[src/rtl/cbp_pkg.sv]
package cbp_pkg;
   localparam int WORD_W   = 16;
   localparam int OPC_W    = 5;
   localparam int DEV_W    = 3;
   localparam int DEV_LSB  = 5;
   localparam int SIZE_BIT = 14;
   localparam int LEN_W    = 8;

   function automatic logic [WORD_W-1:0] make_hdr(input logic [LEN_W-1:0] n,
                                                  input logic [DEV_W-1:0] d,
                                                  input logic [OPC_W-1:0] o);
      return {n, d, o};
   endfunction
endpackage

[src/rtl/cbp_cmd_collect.sv]
module cbp_cmd_collect
   import cbp_pkg::*;
#(
   parameter int RBA_W = 28
) (
   input  logic                 clk,
   input  logic                 rst_n,
   input  logic                 attn_req,
   input  logic [DEV_W-1:0]     attn_dev,
   input  logic                 wr_en,
   input  logic [WORD_W-1:0]    wr_data,
   input  logic                 busy_clr,
   output logic                 cmd_start,
   output logic [OPC_W-1:0]     cmd_opcode,
   output logic [DEV_W-1:0]     cmd_device,
   output logic [WORD_W-1:0]    cmd_count,
   output logic [RBA_W-1:0]     cmd_rba,
   output logic                 req_pending,
   output logic                 busy,
   output logic                 err_dev,
   output logic                 err_overrun
);
   localparam int MAXW = 4;
   localparam int PW   = $clog2(MAXW);

   if (RBA_W < 1 || RBA_W > 2*WORD_W) begin : g_bad_rba
      $error("RBA_W must fit in two command words");
   end

   logic [PW-1:0]     wptr;
   logic [DEV_W-1:0]  tgt;
   logic [WORD_W-1:0] blk [MAXW];
   logic              take;

   assign take = wr_en && !attn_req && req_pending;

   // Word storage; blk shows the current write in place of the stored word
   for (genvar g = 0; g < MAXW; g++) begin : g_word
      logic [WORD_W-1:0] q;
      always_ff @(posedge clk) begin
         if (!rst_n)                        q <= '0;
         else if (take && wptr == PW'(g))   q <= wr_data;
      end
      assign blk[g] = (wptr == PW'(g)) ? wr_data : q;
   end

   logic              size4, is_last, dev_ok;
   logic [PW-1:0]     last_ptr;
   logic [2*WORD_W-1:0] addr_pair;

   assign size4     = blk[0][SIZE_BIT];
   assign last_ptr  = size4 ? PW'(MAXW-1) : PW'(1);
   assign is_last   = (wptr == last_ptr);
   assign dev_ok    = (blk[0][DEV_LSB +: DEV_W] == tgt);
   assign addr_pair = {blk[3], blk[2]};

   always_ff @(posedge clk) begin
      if (!rst_n) begin
         wptr        <= '0;
         tgt         <= '0;
         req_pending <= 1'b0;
         busy        <= 1'b0;
         cmd_start   <= 1'b0;
         err_dev     <= 1'b0;
         err_overrun <= 1'b0;
         cmd_opcode  <= '0;
         cmd_device  <= '0;
         cmd_count   <= '0;
         cmd_rba     <= '0;
      end else begin
         cmd_start   <= 1'b0;
         err_dev     <= 1'b0;
         err_overrun <= 1'b0;
         if (busy_clr) busy <= 1'b0;
         if (attn_req) begin
            req_pending <= 1'b1;
            wptr        <= '0;
            tgt         <= attn_dev;
         end else if (wr_en) begin
            if (!req_pending) begin
               err_overrun <= 1'b1;
            end else if (is_last) begin
               wptr        <= '0;
               req_pending <= 1'b0;
               if (dev_ok) begin
                  cmd_start  <= 1'b1;
                  busy       <= 1'b1;
                  cmd_opcode <= blk[0][OPC_W-1:0];
                  cmd_device <= blk[0][DEV_LSB +: DEV_W];
                  cmd_count  <= blk[1];
                  cmd_rba    <= size4 ? addr_pair[RBA_W-1:0] : '0;
               end else begin
                  err_dev <= 1'b1;
               end
            end else begin
               wptr <= wptr + 1'b1;
            end
         end
      end
   end

   assert_start_single_R3: assert property (@(posedge clk) disable iff (!rst_n)
      cmd_start |=> !cmd_start);
   assert_busy_rise_R3: assert property (@(posedge clk) disable iff (!rst_n)
      $rose(busy) |-> cmd_start);
   assert_mismatch_nostart_R2: assert property (@(posedge clk) disable iff (!rst_n)
      err_dev |-> (!cmd_start && !req_pending));
   assert_overrun_flag_R4: assert property (@(posedge clk) disable iff (!rst_n)
      (wr_en && !attn_req && !req_pending) |=> (err_overrun && !cmd_start));
   assert_ptr_idle_R1: assert property (@(posedge clk) disable iff (!rst_n)
      !req_pending |-> (wptr == '0));
endmodule

[src/rtl/cbp_stat_queue.sv]
module cbp_stat_queue
   import cbp_pkg::*;
#(
   parameter int DEPTH = 16,
   localparam int PAW  = $clog2(DEPTH)
) (
   input  logic               clk,
   input  logic               rst_n,
   input  logic               st_we,
   input  logic [PAW-1:0]     st_addr,
   input  logic [WORD_W-1:0]  st_data,
   input  logic               st_commit,
   input  logic [PAW-1:0]     st_len,
   input  logic [OPC_W-1:0]   st_op,
   input  logic [DEV_W-1:0]   st_dev,
   input  logic               rd_en,
   output logic [WORD_W-1:0]  rd_data,
   output logic               status_full
);
   localparam int LW = PAW + 1;

   if (DEPTH < 2 || (1 << PAW) != DEPTH) begin : g_bad_depth
      $error("DEPTH must be a power of two of at least 2");
   end
   if (LW > LEN_W) begin : g_bad_len
      $error("DEPTH too large for the header length field");
   end

   logic [WORD_W-1:0] slot [DEPTH];
   logic [WORD_W-1:0] hdr;
   logic [LW-1:0]     len, rptr;
   logic [PAW-1:0]    pidx;
   logic [LW-1:0]     pm1;

   for (genvar g = 0; g < DEPTH; g++) begin : g_slot
      logic [WORD_W-1:0] q;
      always_ff @(posedge clk) begin
         if (!rst_n)                            q <= '0;
         else if (st_we && st_addr == PAW'(g))  q <= st_data;
      end
      assign slot[g] = q;
   end

   assign pm1  = rptr - 1'b1;
   assign pidx = pm1[PAW-1:0];

   always_ff @(posedge clk) begin
      if (!rst_n) begin
         len         <= '0;
         rptr        <= '0;
         hdr         <= '0;
         rd_data     <= '0;
         status_full <= 1'b0;
      end else if (st_commit) begin
         len         <= LW'(st_len) + 1'b1;
         rptr        <= '0;
         status_full <= 1'b1;
         hdr         <= make_hdr(LEN_W'(st_len) + 1'b1, st_dev, st_op);
      end else if (rd_en) begin
         if (len == '0) begin
            rd_data <= '0;
         end else begin
            rd_data <= (rptr == '0) ? hdr : slot[pidx];
            if (rptr == len - 1'b1) begin
               len         <= '0;
               rptr        <= '0;
               status_full <= 1'b0;
            end else begin
               rptr <= rptr + 1'b1;
            end
         end
      end
   end

   assert_commit_full_R6: assert property (@(posedge clk) disable iff (!rst_n)
      st_commit |=> (status_full && len != '0));
   assert_drain_clear_R7: assert property (@(posedge clk) disable iff (!rst_n)
      (rd_en && !st_commit && len != '0 && rptr == len - 1'b1) |=> (!status_full && len == '0));
   assert_empty_zero_R7: assert property (@(posedge clk) disable iff (!rst_n)
      (rd_en && !st_commit && len == '0) |=> (rd_data == '0));
   assert_full_tracks_len_R7: assert property (@(posedge clk) disable iff (!rst_n)
      status_full |-> (rptr < len));
endmodule

[src/rtl/cmd_stat_port.sv]
module cmd_stat_port
   import cbp_pkg::*;
#(
   parameter int DEPTH = 16,
   parameter int RBA_W = 28,
   localparam int PAW  = $clog2(DEPTH)
) (
   input  logic               clk,
   input  logic               rst_n,
   input  logic               attn_req,
   input  logic [2:0]         attn_dev,
   input  logic               wr_en,
   input  logic [15:0]        wr_data,
   input  logic               rd_en,
   output logic [15:0]        rd_data,
   input  logic               st_we,
   input  logic [PAW-1:0]     st_addr,
   input  logic [15:0]        st_data,
   input  logic               st_commit,
   input  logic [PAW-1:0]     st_len,
   input  logic [4:0]         st_op,
   input  logic [2:0]         st_dev,
   output logic               cmd_start,
   output logic [4:0]         cmd_opcode,
   output logic [2:0]         cmd_device,
   output logic [15:0]        cmd_count,
   output logic [RBA_W-1:0]   cmd_rba,
   output logic               req_pending,
   output logic               busy,
   output logic               status_full,
   output logic               err_dev,
   output logic               err_overrun
);
   cbp_cmd_collect #(.RBA_W(RBA_W)) u_collect (
      .clk(clk), .rst_n(rst_n),
      .attn_req(attn_req), .attn_dev(attn_dev),
      .wr_en(wr_en), .wr_data(wr_data),
      .busy_clr(st_commit),
      .cmd_start(cmd_start), .cmd_opcode(cmd_opcode), .cmd_device(cmd_device),
      .cmd_count(cmd_count), .cmd_rba(cmd_rba),
      .req_pending(req_pending), .busy(busy),
      .err_dev(err_dev), .err_overrun(err_overrun)
   );

   cbp_stat_queue #(.DEPTH(DEPTH)) u_queue (
      .clk(clk), .rst_n(rst_n),
      .st_we(st_we), .st_addr(st_addr), .st_data(st_data),
      .st_commit(st_commit), .st_len(st_len), .st_op(st_op), .st_dev(st_dev),
      .rd_en(rd_en), .rd_data(rd_data), .status_full(status_full)
   );

   assert_commit_clears_busy_R8: assert property (@(posedge clk) disable iff (!rst_n)
      (st_commit && !(wr_en && req_pending && !attn_req)) |=> !busy);
endmodule

[config.mk]
export PLATFORM = sky130hd
export DESIGN_NAME = cmd_stat_port
export DESIGN_NICKNAME = d
export VERILOG_FILES = /design/src/rtl/cbp_pkg.sv /design/src/rtl/cbp_cmd_collect.sv /design/src/rtl/cbp_stat_queue.sv /design/src/rtl/cmd_stat_port.sv
export SDC_FILE = /design/constraint.sdc
export NUM_CORES = 1
export LEC_CHECK = 0
export BUFFER_PORTS_ARGS = -buffer_cell sky130_fd_sc_hd__buf_2
export CAP_MARGIN = 20
export CORE_MARGIN = 3
export CORE_UTILIZATION = 53
export CTS_CLUSTER_DIAMETER = 60
export DETAILED_ROUTE_END_ITERATION = 8
export PLACE_DENSITY_LB_ADDON = 0.05
export SKIP_LAST_GASP = 1
export SLEW_MARGIN = 20
export SYNTH_ARGS = -nofsm -noshare
export SYNTH_HDL_FRONTEND = slang
export SYNTH_SLANG_ARGS = --single-unit
[constraint.sdc]
create_clock -name clk -period 3.43 [get_ports clk]
set_input_delay 0.1715 -clock clk [delete_from_list [all_inputs] [get_ports clk]]
set_output_delay 0.1715 -clock clk [all_outputs]
set_load 0.05 [all_outputs]
Word-level counts from Yosys, hierarchy flattened
Cells that the tools add are included.
{"block": "word_totals", "reg_bits": 420, "word_cells": 146, "inputBits": 58, "memories": 0, "latch_bits": 0, "ram_bits": 0, "output_inout_bits": 74, "rom_bits": 0}
{"block": "classes", "n_lt_le_gt_ge": 1, "mux": 34, "reduce_logical": 39, "n_addsub": 6, "shifts": 0, "div_mod_pow": 0, "n_eq_ne": 22, "bitwise_logic": 8, "mul": 0}
{"cell": "two-way mux 16 bit", "count": 6}
{"cell": "binary-select mux 16 bit (select 4 bit)", "count": 1}
{"cell": "== test 4 bit (second input constant)", "count": 8}
{"cell": "two-way mux 28 bit", "count": 1}
{"cell": "two-way mux 5 bit", "count": 5}
{"cell": "logical AND 1 bit", "count": 22}
{"cell": "two-way mux 1 bit", "count": 17}
{"cell": "== test 4 x 3 -> 1 bit (second input constant)", "count": 4}
{"cell": "two-way mux 15 bit", "count": 1}
{"cell": "two-way mux 12 bit", "count": 1}
{"cell": "adder 4 x 1 -> 5 bit (second input constant)", "count": 2}
{"cell": "logical NOT 5 bit", "count": 2}
{"cell": "== test 4 x 2 -> 1 bit (second input constant)", "count": 2}
{"cell": "inverter 1 bit", "count": 7}
{"cell": "AND reduction 2 bit", "count": 3}
{"cell": "nonzero test 2 bit", "count": 3}
{"cell": "adder 5 x 1 -> 5 bit (second input constant)", "count": 1}
{"cell": "== test 5 bit", "count": 1}
{"cell": "greater-or-equal comparator 5 bit (second input constant)", "count": 1}
{"cell": "inverter 4 -> 5 bit", "count": 1}
{"cell": "AND reduction 5 bit", "count": 1}
{"cell": "OR reduction 5 bit", "count": 1}
{"cell": "subtractor 5 x 1 -> 5 bit (second input constant)", "count": 1}
{"cell": "== test 2 bit (second input constant)", "count": 2}
{"cell": "14 further kinds", "count": 16}

Depth between registers and ports, before layout
Gate-level depths: netlist (run 1).
{"block": "logic_depth", "depth_word": 8, "depth_mapped": 11}

By module
From an unflattened synthesis (run 1), not the netlist that was laid out.
{"block": "hier_totals", "hier_cells": 2050, "area_unflattened_um2": 17684.5}
{"mod": "cbp_stat_queue", "n_inst": 1, "cells_per_inst": 1501, "area_each_um2": 12587.1, "seq_area_each_um2": 5925.7}
{"mod": "cbp_cmd_collect", "n_inst": 1, "cells_per_inst": 549, "area_each_um2": 5097.4, "seq_area_each_um2": 2302.2}

Least setup slack after synthesis (run 1)
No wires, ideal clock.
{"block": "synth_path", "path_kind": "register to register", "start": "register u_queue.rptr[0]", "end": "register u_queue.rd_data[14]", "arrival_time_ns": 2.742, "required_ns": 3.313, "setup_ns": 0.117, "stages_incl_launch_ff": 10, "path_buffers": 4, "slack_ns": 0.571, "cell_sequence": "dfxtp_1 > buf_2 > buf_4 > inv_1 > ha_1 > buf_2 > clkbuf_1 > mux4_2 > mux4_2 > a22o_1"}
{"block": "synth_between", "elab_chain_cells": 7}
{"item": "start, declared", "line_no": "cbp_stat_queue.sv:31", "rtl": "logic [LW-1:0] len, rptr;"}
{"item": "start signal, assigned", "line_no": "cbp_stat_queue.sv:69", "rtl": "rptr <= rptr + 1'b1;"}
{"item": "subtractor 4 x 1 -> 4 bit", "line_no": "cbp_stat_queue.sv:44", "rtl": "assign pm1 = rptr - 1'b1;"}
{"item": "inverter 4 -> 5 bit (not written as such)", "line_no": "cbp_stat_queue.sv:63", "rtl": "rd_data <= (rptr == '0) ? hdr : slot[pidx];"}
{"item": "binary-select mux 16 bit (select 4 bit)", "line_no": "cbp_stat_queue.sv:63"}
{"item": "two-way mux 16 bit (not written as such) (2 in a row)", "line_no": "cbp_stat_queue.sv:63"}
{"item": "two-way mux 16 bit *", "line_no": "cbp_stat_queue.sv:63"}
{"item": "two-way mux 16 bit *", "line_no": "cbp_stat_queue.sv:60", "rtl": "if (len == '0) begin"}
{"item": "end signal, assigned", "line_no": "cbp_stat_queue.sv:63"}
{"item": "end, declared", "line_no": "cbp_stat_queue.sv:17", "rtl": "output logic [WORD_W-1:0] rd_data,"}
Mark *: on every way between the ends. The rest lies on a longest branch, timed or not. The select of a mux whose other input is x is not followed.
A chain may end at the register's enable or synchronous reset.

Final worst setup path (run 1)
{"block": "layout_path", "start": "register u_collect.wptr[0]", "end": "register u_collect.cmd_opcode[0]"}
{"block": "layout_between", "elab_chain_cells": 5}
{"item": "start, declared", "line_no": "cbp_cmd_collect.sv:30", "rtl": "logic [PW-1:0] wptr;"}
{"item": "start signal, assigned", "line_no": "cbp_cmd_collect.sv:96", "rtl": "wptr <= wptr + 1'b1;"}
{"item": "logical NOT 2 bit", "line_no": "cbp_cmd_collect.sv:44", "rtl": "assign blk[g] = (wptr == PW'(g)) ? wr_data : q;"}
{"item": "two-way mux 15 bit", "line_no": "cbp_cmd_collect.sv:44"}
{"item": "two-way mux 2 bit", "line_no": "cbp_cmd_collect.sv:52", "rtl": "assign last_ptr = size4 ? PW'(MAXW-1) : PW'(1);"}
{"item": "== test 2 bit", "line_no": "cbp_cmd_collect.sv:53", "rtl": "assign is_last = (wptr == last_ptr);"}
{"item": "AND reduction 5 bit (no line)"}
{"item": "end signal, assigned", "line_no": "cbp_cmd_collect.sv:88", "rtl": "cmd_opcode <= blk[0][OPC_W-1:0];"}
{"item": "end, declared", "line_no": "cbp_cmd_collect.sv:14", "rtl": "output logic [OPC_W-1:0] cmd_opcode,"}
Parallel ways exist; a longest one is shown, timed or not.

==> impl_metrics.csv, run 1 <==
group,metric,value,unit
grt,gr-total-overflow,0,
timing,hold_viol,0,
critical_path,worst-path-max-fanout,49,
critical_path,cp_cell_sequence,"inv_1, ha_1, mux2i_1, xnor2_1, nor3_4, buf_4, a21oi_1, a211oi_1",
timing,period_share,85.6,%
timing,tns,0,ns
pwr,p_per_area,520,nW/um^2
synth,netlist_area,17400,sq um
pwr,ir_drop,406,uV
place,io_buffer_count,131,
floorplanning,die_height,187,um
timing,period_minus_slack,2.94,ns
place,dp.cells,2428,
route,dr.pass1.iters,7,
critical_path,crit_arrival,3.37,ns
place,postPlaceCellArea,18200,sq um
synth,syn_nets,2064,
clocking,cts_setup_buffers,0,
synth,synth.top_cells.by_count,"575 x nand2_1, 411 x dfxtp_1, 318 x a21oi_1",
synth,yosysTopAreaCellShare,47.3,%
timing,fin_skew,0.0176,ns
route,wire_per_inst,20.2,um
clocking,clock_latency,0.54,ns
layout,drive_gt1_share,16.6,%
clocking,cts.sinks,411,
grt,grt_max_degree,123,
floorplanning,io_pins,132,
run_status,status,"finished clean",
layout,fill_cells,2822,
clocking,clock_path_buffers,3,
place,place_congestion,0.852,
critical_path,crit_path_end_kind,"flip-flop",
floorplanning,dieArea,35000,sq um
clocking,path_clk_slew,0.06,ns
grt,track_usage,28.3,%
synth,avgSynthCellArea,8.72,sq um
critical_path,worst-path-buf-inv,2,
pwr,power,0.0104,W
grt,grt_pass1_wl,79300,um
route,vias,14641,
synth,synth_warnings,0,
place,place_hpwl,33100,um
critical_path,cp_slowest_cell,"ha_1",
route,drt_iter0_drc,1334,
layout,post-route-cell-area,20000,sq um
place,dpl_worst_slack,0.463,ns
floorplanning,core,32000,sq um
timing,maxSlewHeadroom,28.2,%
synth,synth_cells,1997,
grt,antenna_found_initial,1,
critical_path,path_class,"flip-flop to flip-flop",
timing,clock.fmax,340,MHz
timing,setup_viol,0,
synth,synth.distinct_cells,53,
timing,worst_pin_slew,1.07,ns
synth,synth_seq_cells,411,
pwr,leakage,7.00,nW
clocking,cts.htree.levels,2,
clocking,cts_buffers,43,
critical_path,required,3.86,ns
layout,final_cells,2535,
layout,antenna_cells,0,
route,vias_per_cell,5.78,
timing,final_max_slew_viol_count,0,
synth,synth_flop_cell,"dfxtp_1",
synth,ys_seq_area_share,47.3,%
synth,synth_top_cell_by_area,"dfxtp_1",
route,drt_wl_total,51200,um
grt,grt_pass1_vias,13831,
critical_path,cp_top_family,"buffers and inverters",
layout,nNetsFinal,2134,
synth,synth_edf_count,0,
floorplanning,initial_utilization,54.5,%
synth,synth_top_cells_by_area,"dfxtp_1 47%, nand2_1 12%, a21oi_1 9.1%, mux4_2 8.7%, mux2i_1 4.9%",
critical_path,start_kind,"flip-flop",
route,ant_nets,0,
clocking,cts_resized,0,
layout,synthToLayoutAreaGrowth,14.8,%
synth,yosysMostFrequentCell,"nand2_1",
worst_hold_path,min_path_type,"primary input to flip-flop",
flow_run,drv_cap,0,
timing,setup_slack,0.493,ns
synth,async_flop_share,0,%
clocking,cts_tree,"built",
route,drc_errors,0,
critical_path,slowest_delay,0.56,ns
floorplanning,die_w,187,um
floorplanning,num_rows,65,
timing,rsz0062_at_grt,"false",
clocking,clockRootBuffer,"clkbuf_16",
-- final timing paths --
path | startpoint | endpoint | slack [ns] | depth (start not counted)
min reg2reg | u_queue.g_slot[1].q[12] | u_queue.g_slot[1].q[12] | 0.45 | 2
max reg2reg | u_collect.wptr[0] | u_collect.cmd_opcode[0] | 0.49 | 8
min | wr_data[6] | u_collect.g_word[0].q[6] | 0.007 | 3
max | u_collect.wptr[0] | u_collect.cmd_opcode[0] | 0.49 | 8
-- logic make-up after synthesis --
logic type	after synthesis	synth area share, %
flops	411	47.3
buf+inv	181	4.30
xor+xnor	19	0.999
compound gates	419	13.0
simple gates	778	18.4
fa+ha+maj	9	0.647
mux	180	15.4
-- per-layer routing --
layer	vias to the layer above	wire (um)	global-route usage [%]
met5	-	12	0
met3	105	3690	5.00
met4	2	1650	10.8
met1	7013	22000	38.1
met2	549	23800	45.7
li1	6972	-	-
-- placed cells by master, fill, tap and decap left out, types with 4 or more instances in the layout --
master         instances
buf_4                 33
or4_1                 12
o22ai_1                5
dfxtp_1              410
o21ai_0               35
a22oi_1               12
and2_1                 5
mux2i_1               85
inv_1                 11
nand2_1              575
nor3_2                 4
nor2_1                99
xnor2_1               12
nand3b_1               7
a21oi_1              318
clkbuf_16             46
a211oi_1              26
nor2_2                10
nand2b_1               5
o21ai_1                9
nor3_1                 4
dlygate4sd3_1         28
nand3_1                7
mux4_2                67
xor2_1                 6
ha_1                   8
clkbuf_8              10
buf_2                132
clkinv_2               4
nand4_1               32
clkbuf_1              15
mux2_2                28
-- final cells by class --
class	count	area [sq um]	area share, %
repair buffers	194	1210	6.05
multi-input cells	1405	8490	42.5
inverters	12	52.6	0.263
well taps	435	544	2.72
flip-flops and latches	411	8230	41.2
clock buffers	71	1350	6.73
clock inverters	7	110	0.551
-- power by group --
part	internal [W]	switching [W]	leakage [nW]
Clock	0.00289	0.00188	0.715
Sequential	0.00484	0.0000421	3.32
Combinational	0.000242	0.000495	2.97
Total	0.00797	0.00242	7.00
-- sequential cells by signal, summed over array words and instances (netlist names) --
register / cells
u_collect.busy: 1
u_collect.cmd_count: 16
u_collect.cmd_device: 3
u_collect.cmd_opcode: 5
u_collect.cmd_rba: 28
u_collect.cmd_start: 1
u_collect.err_dev: 1
u_collect.err_overrun: 1
u_collect.g_word.q: 53
u_collect.req_pending: 1
u_collect.tgt: 3
u_collect.wptr: 2
u_queue.g_slot.q: 256
u_queue.hdr: 13
u_queue.len: 5
u_queue.rd_data: 16
u_queue.rptr: 5
u_queue.status_full: 1
-- tightest hold or removal path, stage by stage --
cell     delay [ns]
buf_2          0.18
nand2_1        0.08
a21oi_1        0.05
-- per-stage QoR --
| step | hold WS (ns) | util (%) |
|---|---|---|
| after floorplan | 0.266 | - |
| after global placement | 0.411 | 57.1 |
| after detailed placement | 0.415 | 57.1 |
| after CTS | 0.00215 | 62.5 |
| after global routing | 0.0152 | 62.5 |
| final | 0.00739 | 62.5 |
-- repair_timing --
| item | 4_1_cts | 5_1_grt |
|---|---|---|
| endpoints found under the hold margin | 52 | 0 |
| endpoints found under the setup margin | 0 | 0 |
| hold buffers | 28 | 0 |
No activity file was read; power rests on OpenSTA's default activity.
==> run 2, diff against run 1 <==
--- a/config.mk
+++ b/config.mk
@@ -9,6 +9,7 @@
 export CAP_MARGIN = 20
 export CORE_MARGIN = 3
 export CORE_UTILIZATION = 53
+export CTS_BUF_LIST = sky130_fd_sc_hd__clkbuf_8
 export CTS_CLUSTER_DIAMETER = 60
 export DETAILED_ROUTE_END_ITERATION = 8
 export PLACE_DENSITY_LB_ADDON = 0.05
==> impl_metrics.csv, run 2 (synthesized netlist as in run 1, its figures left out) <==
group,metric,value,unit
floorplanning,die_height,187,um
layout,drive_gt1_share,17.5,%
worst_hold_path,min-delay-start,"st_len[1]",
critical_path,startpoint,"u_queue.rptr[0]",
clocking,cts.sinks,411,
timing,rsz0062_at_grt,"false",
place,place_congestion,0.852,
grt,gr-total-overflow,0,
route,drt_wl_total,51800,um
layout,fill_cells,2809,
layout,layout_commonest_cell,"nand2_1",
critical_path,crit_path_end_kind,"flip-flop",
grt,grt_pass1_vias,14108,
grt,grt_max_degree,123,
clocking,clock_latency,0.60,ns
route,ant_nets,0,
flow_run,drv_cap,0,
timing,maxSlewHeadroom,27.1,%
timing,fin_hold_ws,0.0279,ns
place,place_hpwl,33100,um
layout,largest_reg_flops,256,
critical_path,start_kind,"flip-flop",
clocking,path_clk_slew,0.06,ns
clocking,cts_tree,"built",
clocking,clock_path_buffers,3,
timing,worst_pin_slew,1.09,ns
clocking,clockRootBuffer,"clkbuf_8",
route,wire_per_inst,19.9,um
route,vias_per_cell,5.74,
route,drt_iter0_drc,1189,
timing,period_minus_slack,2.92,ns
floorplanning,io_pins,132,
critical_path,worst-path-max-fanout,46,
clocking,cts_buffers,69,
clocking,cts.htree.levels,3,
grt,track_usage,28.7,%
place,dpl_worst_slack,0.463,ns
critical_path,cp_slowest_cell,"buf_4",
critical_path,worst-path-buf-inv,2,
timing,fin_skew,0.0233,ns
run_status,status,"finished clean",
place,io_buffer_count,131,
floorplanning,die_w,187,um
timing,period_share,85.2,%
floorplanning,core,32000,sq um
critical_path,cp_cell_sequence,"buf_4, buf_4, mux4_2, o22ai_1, nor4_1, a221o_1",
critical_path,path_class,"flip-flop to flip-flop",
timing,setup_slack,0.508,ns
timing,setup_viol,0,
critical_path,crit_arrival,3.40,ns
critical_path,slowest_delay,0.67,ns
worst_hold_path,min_path_type,"primary input to flip-flop",
clocking,cts_resized,0,
pwr,ir_drop,366,uV
route,dr.pass1.iters,5,
pwr,leakage,7.15,nW
timing,clock.fmax,342,MHz
route,drc_errors,0,
layout,regMostFlops,"u_queue.g_slot.q",
layout,reg.largest.list,"u_queue.g_slot.q (256), u_collect.g_word.q (53), u_collect.cmd_rba (28)",
route,vias,14911,
layout,final_cell_mix,"575 x nand2_1, 410 x dfxtp_1, 318 x a21oi_1",
critical_path,crit_top_cell,"buf_4",
timing,tns,0,ns
critical_path,r2r-start,"u_queue.rptr[0]",
pwr,p_per_area,491,nW/um^2
critical_path,cp_top_family,"buffers and inverters",
layout,synthToLayoutAreaGrowth,15.5,%
timing,final_max_slew_viol_count,0,
critical_path,required,3.91,ns
grt,antenna_found_initial,2,
floorplanning,initial_utilization,54.5,%
floorplanning,num_rows,65,
timing,hold_viol,0,
layout,nNetsFinal,2184,
layout,antenna_cells,0,
floorplanning,dieArea,35000,sq um
grt,grt_pass1_wl,80200,um
==> run 2: changes by cell type in the layout (fill, tap and decap cells not counted) <==
cell | before | now
bufinv_16 | 3 | 0
inv_6 | 0 | 1
clkbuf_1 | 15 | 0
inv_1 | 11 | 34
clkinvlp_4 | 0 | 4
dlygate4sd3_1 | 28 | 52
clkbuf_16 | 46 | 0
clkinv_2 | 4 | 1
clkbuf_8 | 10 | 88
==> run 2: layer usage <==
| metal | part of all wire [%] | track usage [%] | up-vias | routed length, um |
|---|---|---|---|---|
| met5 | 0.052 | 0 | - | 27 |
| met4 | 3.9 | 12.5 | 4 | 2040 |
| met3 | 7.1 | 5.77 | 138 | 3660 |
| met2 | 46 | 45.9 | 603 | 24000 |
| met1 | 43 | 38.0 | 7099 | 22100 |
| li1 | - | - | 7067 | - |
==> run 2: worst reg2reg max path: stages, from the launching register on <==
cell     delay [ns]
dfxtp_4        0.34
buf_4          0.67
buf_4          0.56
mux4_2         0.58
o22ai_1        0.29
nor4_1         0.09
a221o_1        0.29
==> run 2: stage by stage <==
step / std cells / util (%) / power, W / area, sq um
2_1_floorplan: 1997 / - / 0.00544 / 17400
3_3_place_gp: 2428 / 57.1 / 0.00567 / 18200
3_5_place_dp: 2428 / 57.1 / 0.00568 / 18200
4_1_cts: 2597 / 62.9 / 0.00993 / 20100
5_1_grt: 2598 / 62.9 / 0.0102 / 20100
6_report: 2598 / 62.9 / 0.00987 / 20100
==> run 2: path summary, 6_finish.rpt <==
kind	to	slack, ns	cells past startpoint
hold / removal	u_queue.len[1]	0.03	4
setup / recovery	u_queue.rd_data[12]	0.51	6
hold reg to reg	u_queue.g_slot[1].q[2]	0.45	2
setup reg to reg	u_queue.rd_data[12]	0.51	6
==> run 2: power by group <==
part | switching, W | leakage, nW | internal [W] | total [W]
registers | 0.0000424 | 3.32 | 0.00484 | 0.00488
logic | 0.000499 | 3.07 | 0.000261 | 0.000760
clock network | 0.00194 | 0.764 | 0.00229 | 0.00423
==> run 2: what timing repair did <==
action                                 CTS  global route
buffers inserted                         0             0
endpoints found under the hold margin  251             0
hold buffers                            52             0
==> run 2: final cells by class <==
type / count / area (sq um) / area share (%)
Inverter: 12 / 52.6 / 0.261
Timing Repair Buffer: 218 / 1450 / 7.21
Clock buffer: 88 / 1210 / 6.02
Sequential cell: 411 / 8230 / 40.9
Tap cell: 435 / 544 / 2.71
Multi-Input combinational cell: 1405 / 8490 / 42.2
Clock inverter: 29 / 130 / 0.647
